<file path="config.mk">
export PLATFORM = sky130hd
export DESIGN_NAME = sc_char_rx
export DESIGN_NICKNAME = d
export VERILOG_FILES = /design/src/rtl/sc_char_rx_pkg.sv /design/src/rtl/sc_char_rx_shift.sv /design/src/rtl/sc_char_rx_decode.sv /design/src/rtl/sc_char_rx_brklen.sv /design/src/rtl/sc_char_rx.sv
export SDC_FILE = /design/constraint.sdc
export NUM_CORES = 1
export LEC_CHECK = 0
export ABC_AREA = 1
export ABC_CLOCK_PERIOD_IN_PS = 1900
export BUFFER_PORTS_ARGS = -buffer_cell sky130_fd_sc_hd__buf_2
export CORE_ASPECT_RATIO = 0.5
export CORE_MARGIN = 2
export CORE_UTILIZATION = 55
export DETAILED_ROUTE_END_ITERATION = 7
export HOLD_SLACK_MARGIN = 0.08
export PLACE_DENSITY = 0.83
export SETUP_SLACK_MARGIN = 0.1
export SKIP_CTS_REPAIR_TIMING = 1
export SLEW_MARGIN = 20
export SYNTH_ARGS = -nofsm -noshare
export SYNTH_HDL_FRONTEND = slang
export SYNTH_SLANG_ARGS = --single-unit
</file>
<file path="constraint.sdc">
create_clock -name clk -period 1.9 [get_ports clk]
set_input_delay 0.19 -clock clk [delete_from_list [all_inputs] [get_ports clk]]
set_output_delay 0.19 -clock clk [all_outputs]
set_load 0.03 [all_outputs]
</file>
<file path="src/rtl/sc_char_rx_pkg.sv">
package sc_char_rx_pkg;

    localparam int RX_DATA_W = 8;

    // Line patterns read in direct bit order
    localparam logic [RX_DATA_W-1:0] TS_LINE_DIRECT  = 8'h3B;
    localparam logic [RX_DATA_W-1:0] TS_LINE_INVERSE = 8'h03;
    // Byte stored for an inverse-convention TS
    localparam logic [RX_DATA_W-1:0] TS_BYTE_INVERSE = 8'h3F;

    typedef enum logic [2:0] {
        ST_IDLE,
        ST_START,
        ST_SHIFT,
        ST_EVAL,
        ST_PREBRK,
        ST_BREAK,
        ST_GUARD,
        ST_RECOVER
    } rx_state_e;

endpackage

</file>
<file path="src/rtl/sc_char_rx_shift.sv">
module sc_char_rx_shift #(
    parameter int WORD_W = 9
) (
    input  logic              clk,
    input  logic              rst_n,
    input  logic              en_i,
    input  logic              bit_i,
    output logic [WORD_W-1:0] word_o
);
    // First bit shifted in ends at word_o[0]
    always_ff @(posedge clk or negedge rst_n) begin
        if (!rst_n) begin
            word_o <= '0;
        end else if (en_i) begin
            word_o <= {bit_i, word_o[WORD_W-1:1]};
        end
    end
endmodule

</file>
<file path="src/rtl/sc_char_rx_decode.sv">
module sc_char_rx_decode
    import sc_char_rx_pkg::*;
(
    input  logic [RX_DATA_W:0]   raw_i,
    output logic [RX_DATA_W-1:0] byte_dir_o,
    output logic [RX_DATA_W-1:0] byte_inv_o,
    output logic                 par_odd_o,
    output logic                 ts_dir_o,
    output logic                 ts_inv_o
);
    genvar gi;
    generate
        for (gi = 0; gi < RX_DATA_W; gi++) begin : g_bit
            assign byte_dir_o[gi]               = raw_i[gi];
            assign byte_inv_o[RX_DATA_W-1-gi]   = ~raw_i[gi];
        end
    endgenerate

    // Even count of high levels over data plus parity is good
    assign par_odd_o = ^raw_i;
    assign ts_dir_o  = (raw_i[RX_DATA_W-1:0] == TS_LINE_DIRECT);
    assign ts_inv_o  = (raw_i[RX_DATA_W-1:0] == TS_LINE_INVERSE);
endmodule

</file>
<file path="src/rtl/sc_char_rx_brklen.sv">
module sc_char_rx_brklen #(
    parameter int CNT_W = 5
) (
    input  logic [1:0]       code_i,
    output logic [CNT_W-1:0] len_o
);
    // Length in half-ETUs; the reserved code falls back to one ETU
    always_comb begin
        unique case (code_i)
            2'b01:   len_o = CNT_W'(3);
            2'b10:   len_o = CNT_W'(4);
            default: len_o = CNT_W'(2);
        endcase
    end
endmodule

</file>
<file path="src/rtl/sc_char_rx.sv">
module sc_char_rx
    import sc_char_rx_pkg::*;
#(
    parameter int CNT_W       = 5,
    parameter int SYNC_STAGES = 2
) (
    input  logic                 clk,
    input  logic                 rst_n,
    input  logic                 half_tick_i,
    input  logic                 line_i,
    input  logic                 proto_t0_i,
    input  logic                 par_dis_i,
    input  logic                 brk_en_i,
    input  logic [1:0]           brk_len_i,
    input  logic                 ts_arm_i,
    input  logic                 conv_wr_i,
    input  logic                 conv_wdata_i,
    input  logic                 fifo_full_i,
    output logic                 line_low_o,
    output logic                 wr_o,
    output logic [RX_DATA_W-1:0] data_o,
    output logic                 conv_direct_o,
    output logic                 ts_pending_o,
    output logic                 par_err_o,
    output logic                 ts_bad_o,
    output logic                 ovr_o,
    output logic                 card_brk_o
);
    localparam int WORD_W  = RX_DATA_W + 1;
    localparam int PAR_AT  = 2 * RX_DATA_W + 3;
    localparam int EVAL_AT = PAR_AT + 1;
    localparam int BRK_AT  = PAR_AT + 2;
    localparam int CB_AT   = PAR_AT + 3;

    // ---------------- line synchroniser ----------------
    logic [SYNC_STAGES-1:0] sync_q;
    logic                   line_s;

    generate
        if (SYNC_STAGES == 1) begin : g_sync1
            always_ff @(posedge clk or negedge rst_n) begin
                if (!rst_n) sync_q <= '1;
                else        sync_q <= line_i;
            end
        end else begin : g_syncn
            always_ff @(posedge clk or negedge rst_n) begin
                if (!rst_n) sync_q <= '1;
                else        sync_q <= {sync_q[SYNC_STAGES-2:0], line_i};
            end
        end
    endgenerate
    assign line_s = sync_q[SYNC_STAGES-1];

    // ---------------- half-ETU counter ----------------
    rx_state_e        state_q, state_d;
    logic [CNT_W-1:0] cnt_q;
    logic [CNT_W-1:0] nxt;
    assign nxt = cnt_q + CNT_W'(1);

    always_ff @(posedge clk or negedge rst_n) begin
        if (!rst_n) begin
            cnt_q <= '0;
        end else if (half_tick_i) begin
            if (state_q == ST_IDLE) cnt_q <= '0;
            else                    cnt_q <= nxt;
        end
    end

    // ---------------- datapath submodules ----------------
    logic              shift_en;
    logic [WORD_W-1:0] raw;
    logic [RX_DATA_W-1:0] byte_dir, byte_inv;
    logic              par_odd, ts_dir, ts_inv;
    logic [CNT_W-1:0]  brk_len;

    assign shift_en = (state_q == ST_SHIFT) && half_tick_i && nxt[0];

    sc_char_rx_shift #(.WORD_W(WORD_W)) i_shift (
        .clk    (clk),
        .rst_n  (rst_n),
        .en_i   (shift_en),
        .bit_i  (line_s),
        .word_o (raw)
    );

    sc_char_rx_decode i_decode (
        .raw_i      (raw),
        .byte_dir_o (byte_dir),
        .byte_inv_o (byte_inv),
        .par_odd_o  (par_odd),
        .ts_dir_o   (ts_dir),
        .ts_inv_o   (ts_inv)
    );

    sc_char_rx_brklen #(.CNT_W(CNT_W)) i_brklen (
        .code_i (brk_len_i),
        .len_o  (brk_len)
    );

    // ---------------- evaluation decisions ----------------
    logic                 par_bad, do_brk, brk_end;
    logic                 eval_tick;
    logic                 push_req;
    logic [RX_DATA_W-1:0] push_byte;
    logic                 ts_take, ts_fail;

    assign par_bad   = par_odd && !par_dis_i;
    assign do_brk    = par_bad && proto_t0_i && brk_en_i;
    assign eval_tick = (state_q == ST_EVAL) && half_tick_i;
    assign brk_end   = half_tick_i && (nxt == CNT_W'(BRK_AT) + brk_len);

    always_comb begin
        push_req  = 1'b0;
        push_byte = byte_dir;
        ts_take   = 1'b0;
        ts_fail   = 1'b0;
        if (eval_tick && !do_brk) begin
            if (ts_pending_o) begin
                if (ts_dir) begin
                    ts_take   = 1'b1;
                    push_req  = 1'b1;
                    push_byte = TS_LINE_DIRECT;
                end else if (ts_inv) begin
                    ts_take   = 1'b1;
                    push_req  = 1'b1;
                    push_byte = TS_BYTE_INVERSE;
                end else begin
                    ts_fail   = 1'b1;
                end
            end else begin
                push_req  = 1'b1;
                push_byte = conv_direct_o ? byte_dir : byte_inv;
            end
        end
    end

    // ---------------- state register ----------------
    always_ff @(posedge clk or negedge rst_n) begin
        if (!rst_n) state_q <= ST_IDLE;
        else        state_q <= state_d;
    end

    // ---------------- next state ----------------
    always_comb begin
        state_d = state_q;
        unique case (state_q)
            ST_IDLE: begin
                if (half_tick_i && !line_s) state_d = ST_START;
            end
            ST_START: begin
                if (half_tick_i) state_d = line_s ? ST_IDLE : ST_SHIFT;
            end
            ST_SHIFT: begin
                if (half_tick_i && (nxt == CNT_W'(PAR_AT))) state_d = ST_EVAL;
            end
            ST_EVAL: begin
                if (half_tick_i) state_d = do_brk ? ST_PREBRK : ST_GUARD;
            end
            ST_PREBRK: begin
                if (half_tick_i) state_d = ST_BREAK;
            end
            ST_BREAK: begin
                if (brk_end) state_d = ST_RECOVER;
            end
            ST_GUARD: begin
                if (half_tick_i && (nxt == CNT_W'(CB_AT))) state_d = ST_RECOVER;
            end
            ST_RECOVER: begin
                if (line_s) state_d = ST_IDLE;
            end
            default: state_d = ST_IDLE;
        endcase
    end

    // ---------------- outputs ----------------
    always_ff @(posedge clk or negedge rst_n) begin
        if (!rst_n) begin
            line_low_o    <= 1'b0;
            wr_o          <= 1'b0;
            data_o        <= '0;
            conv_direct_o <= 1'b1;
            ts_pending_o  <= 1'b0;
            par_err_o     <= 1'b0;
            ts_bad_o      <= 1'b0;
            ovr_o         <= 1'b0;
            card_brk_o    <= 1'b0;
        end else begin
            wr_o       <= 1'b0;
            par_err_o  <= 1'b0;
            ts_bad_o   <= 1'b0;
            ovr_o      <= 1'b0;
            card_brk_o <= 1'b0;

            if (eval_tick) par_err_o <= par_bad;

            if (push_req) begin
                if (fifo_full_i) begin
                    ovr_o <= 1'b1;
                end else begin
                    wr_o   <= 1'b1;
                    data_o <= push_byte;
                end
            end

            if (ts_take) begin
                conv_direct_o <= ts_dir;
                ts_pending_o  <= 1'b0;
            end
            if (ts_fail) begin
                ts_bad_o     <= 1'b1;
                ts_pending_o <= 1'b0;
            end

            if ((state_q == ST_PREBRK) && half_tick_i) begin
                line_low_o <= 1'b1;
            end else if ((state_q == ST_BREAK) && brk_end) begin
                line_low_o <= 1'b0;
            end

            if ((state_q == ST_GUARD) && half_tick_i &&
                (nxt == CNT_W'(CB_AT)) && !line_s) begin
                card_brk_o <= 1'b1;
            end

            if (ts_arm_i)  ts_pending_o  <= 1'b1;
            if (conv_wr_i) conv_direct_o <= conv_wdata_i;
        end
    end
endmodule

</file>
==> summary by stage <==
Outcome
The run finished with clean final reports.

Floorplan
The die covers 4250 um2. The effective utilization at floorplan is 0.585. Row generation in the floorplan step produced 15 rows.

The total I/O pin count is 29. The core outline area is 3490 um2. The die outline width is 90.2 um. The die is 47.1 um tall.

Global routing
The global-route wire length before repair is 6530 um. Entering global routing, the biggest net connects 36 pins. The total routing usage reported by global routing is 0.202.

The total overflow left after global routing is 0. The number of antenna violations at the first check in global routing is 0. The via count of the first global-routing pass was 1478.

Pwr
Summing internal, switching and leakage power gives 0.00332 W. The analysis attributes to cell leakage a power of 1.28 nW. The maximum vdd drop is 0.000504 V.

The total power per unit cell area is 1310 nW/um2.

Cells and area
The finished layout holds 348 standard cells, fillers aside. The filler cells instantiated in the layout total 248. In the final layout, the share of cells above drive strength 1 is 0.337. The area growth from synthesis to layout is 24.0%. 0 antenna diodes ended up in the layout. The net count reported at finish is 319.

Detailed routing
Summed over all nets, wire length on met3 after detailed routing comes to 255 um. For this run, design rule violations remaining after detail routing come to 0. The average wire per standard cell is 13.7 um. Wire segments on met2 add up to 2420 um in the final route. The violation count after the first detailed-route iteration is 98. In the routed layout, each cell is associated on average with a via count of 5.23. The final wirelength is 4760 um.

The sum of routed wire segments on met1 is 1990 um. The number of nets with antenna violations after detailed routing is 0. The highest metal layer used by the detailed router is met4. For this block, the via count after detailed routing is 1819. The number of iterations in the first detailed-routing pass is 5.

STA
The slew at the pin closest to its max-slew limit is 0.802 ns. In the post-route analysis, the smallest setup slack over all paths is 0.0791 ns. The count of pins over their slew limit is 0. The remaining max-slew budget at the tightest pin is 0.465. For the final database, setup skew stands at 0.0100 ns.

The worst path in the final design needs a cycle of 1.82 ns, including I/O delays and setup. The upper clock frequency limit is 549 MHz. The number of setup violations in the final report is 0. The hold violation count in the final report is 0.

Setup repair after global routing could not meet its margin everywhere. In the finished design, the share of the clock period the worst path needs comes to 0.958. Final hold analysis gives a worst-case slack of 0.170 ns.

Synthesis
The sequential fraction of the synthesis area is 0.431. The post-synthesis async set-or-reset flop share is 1.00. Sorting the synthesized cells by area gives the leading types as sky130_fd_sc_hd__dfrtp_1, sky130_fd_sc_hd__nand2_1, sky130_fd_sc_hd__ha_1. Each instance of the synthesized netlist takes up on average 8.20 um2. The cell type with the highest aggregate area in the netlist is sky130_fd_sc_hd__dfrtp_1. The synthesized netlist occupies a cell area of 2040 um2. The most repeated cell in the gate-level netlist after synthesis is sky130_fd_sc_hd__nand2_1.

Synthesis inferred 35 register bits. After technology mapping, the gate count stands at 249. Counting flops with a built-in enable in the synthesized netlist gives 0. The Yosys step of the flow raised 0 warnings.

Synthesis produced a netlist with a net count of 272. The netlist uses 34 different library cells. In the synthesized netlist, the cells that appear most often are sky130_fd_sc_hd__nand2_1, sky130_fd_sc_hd__dfrtp_1, sky130_fd_sc_hd__inv_1, sky130_fd_sc_hd__nor2_1. Among all flip-flop cells after synthesis, the most frequent one is sky130_fd_sc_hd__dfrtp_1.

The proportion of netlist area held by the largest area contributor is 0.392.

Critical path
STA classifies the critical path startpoint as a register. Of all nets on the critical path, the largest fanout is 8. The worst setup path is captured at a register. For the worst setup path, the data required time is 2.08 ns. The critical path arrival is 2.00 ns. The worst setup path is of the register to register kind. Tracing the worst setup path back leads to its startpoint at i_shift.word_o[0]. In this run the critical register-to-register path is launched from i_shift.word_o[0].

Clock network
At the later pin of the worst-skew pair, clock insertion delay measures 0.29 ns. The clock tree root driver cell is sky130_fd_sc_hd__clkbuf_8. The TritonCTS clock tree is done. The maximum count of clock buffers along a single path is 2.

The number of buffers created by CTS is 5. The clock tree synthesis step divided the H-tree into 2 levels. The clock drives 35 sinks. The clock-pin slew on the worst setup and hold paths is 0.08 ns.

Run
The tool flagged a number of max-cap violations equal to 0.

Place
The pre-CTS setup slack is -0.0142 ns. The count of buffers added on input and output ports is 28. After legalization and detailed placement, the total HPWL measured 3030 um. The congestion estimate from routability-driven global placement came to 0.887. In this run, placement finished with an instance count of 328.

Hold path
The path category of the worst min-delay check is input pin to register. The startpoint identified for the worst hold timing path is fifo_full_i.
per-layer routing:
metal  vias to the layer above  GRT usage
met5                         -          0
met4                         0     0.0646
met3                        14     0.0498
met2                        71      0.365
met1                       836      0.253
li1                        898          -
worst paths after layout:
path | endpoint | slack, ns | depth (start not counted)
min | data_o[0] | 0.17 | 4
max | data_o[3] | 0.08 | 9
min reg2reg | sync_q[1] | 0.36 | 0
max in group asynchronous | cnt_q[0] | 0.82 | 2
max reg2reg | data_o[3] | 0.08 | 9
min in group asynchronous | i_shift.word_o[5] | 0.53 | 2
critical path, stage by stage (launching register included):
cell and delay [ns]:
sky130_fd_sc_hd__dfrtp_1 0.41, sky130_fd_sc_hd__ha_1 0.34, sky130_fd_sc_hd__xor2_2 0.21, sky130_fd_sc_hd__inv_1 0.08, sky130_fd_sc_hd__nand2_1 0.08, sky130_fd_sc_hd__nand2_2 0.08
sky130_fd_sc_hd__nand3_4 0.16, sky130_fd_sc_hd__nand4_4 0.17, sky130_fd_sc_hd__nand2_1 0.13, sky130_fd_sc_hd__o21ai_2 0.06
through the flow:
| step | utilization | setup TNS [ns] | cell area, um2 |
|---|---|---|---|
| 4_1_cts | 0.674 | -0.0615 | 2350 |
| 2_1_floorplan | - | 0 | 2040 |
| 5_1_grt | 0.725 | -0.00205 | 2530 |
| 3_3_place_gp | 0.644 | 0 | 2250 |
| 6_report | 0.725 | 0 | 2530 |
| 3_5_place_dp | 0.644 | -0.0142 | 2250 |
placed cells by master (no fill, tap or decap), types with 2 or more instances in the layout:
cell                            count
sky130_fd_sc_hd__nor2_2             4
sky130_fd_sc_hd__dfrtp_1           31
sky130_fd_sc_hd__o21ai_1            8
sky130_fd_sc_hd__clkbuf_8           7
sky130_fd_sc_hd__o22ai_1            3
sky130_fd_sc_hd__a21oi_1           10
sky130_fd_sc_hd__o21ai_2            6
sky130_fd_sc_hd__dlygate4sd3_1      3
sky130_fd_sc_hd__nand4_1            4
sky130_fd_sc_hd__nand3_2            4
sky130_fd_sc_hd__ha_1               8
sky130_fd_sc_hd__o21ai_0           12
sky130_fd_sc_hd__nor3_1             2
sky130_fd_sc_hd__nand2_2           13
sky130_fd_sc_hd__ha_4               2
sky130_fd_sc_hd__nand2_1           55
sky130_fd_sc_hd__dfstp_2            3
sky130_fd_sc_hd__inv_2              8
sky130_fd_sc_hd__nor2_1            17
sky130_fd_sc_hd__nand4_4            2
sky130_fd_sc_hd__nand3b_1           2
sky130_fd_sc_hd__xor2_2             2
sky130_fd_sc_hd__buf_4             13
sky130_fd_sc_hd__buf_2             28
sky130_fd_sc_hd__inv_1             27
sky130_fd_sc_hd__nand3_1           10
state kept, by name, indices dropped and copies added (netlist names):
signal	flops
line_low_o	1
conv_direct_o	1
ts_pending_o	1
data_o	8
state_q	3
cnt_q	5
par_err_o	1
sync_q	2
ovr_o	1
ts_bad_o	1
card_brk_o	1
i_shift.word_o	9
wr_o	1
kinds of logic after synthesis:
| logic type | Yosys count | synth area share |
|---|---|---|
| buf+inv | 40 | 0.0815 |
| fa+ha+maj | 10 | 0.0613 |
| simple gates | 118 | 0.282 |
| mux | 1 | 0.00735 |
| compound gates | 42 | 0.120 |
| flops | 35 | 0.431 |
| xor+xnor | 3 | 0.0165 |
final cells by class:
type | instances | area (um2) | share of cell area
inverters | 35 | 131 | 0.0519
well taps | 51 | 63.8 | 0.0252
repair buffers | 44 | 268 | 0.106
flip-flops and latches | 35 | 881 | 0.348
clock buffers | 7 | 96.3 | 0.0380
clock inverters | 1 | 7.51 | 0.00296
multi-input cells | 175 | 1080 | 0.428
power by group:
part	internal [W]	switching (W)
registers	0.000936	0.000194
clock network	0.000330	0.000274
logic	0.000597	0.000988
total	0.00186	0.00146
(Power assumes the default switching activity.)
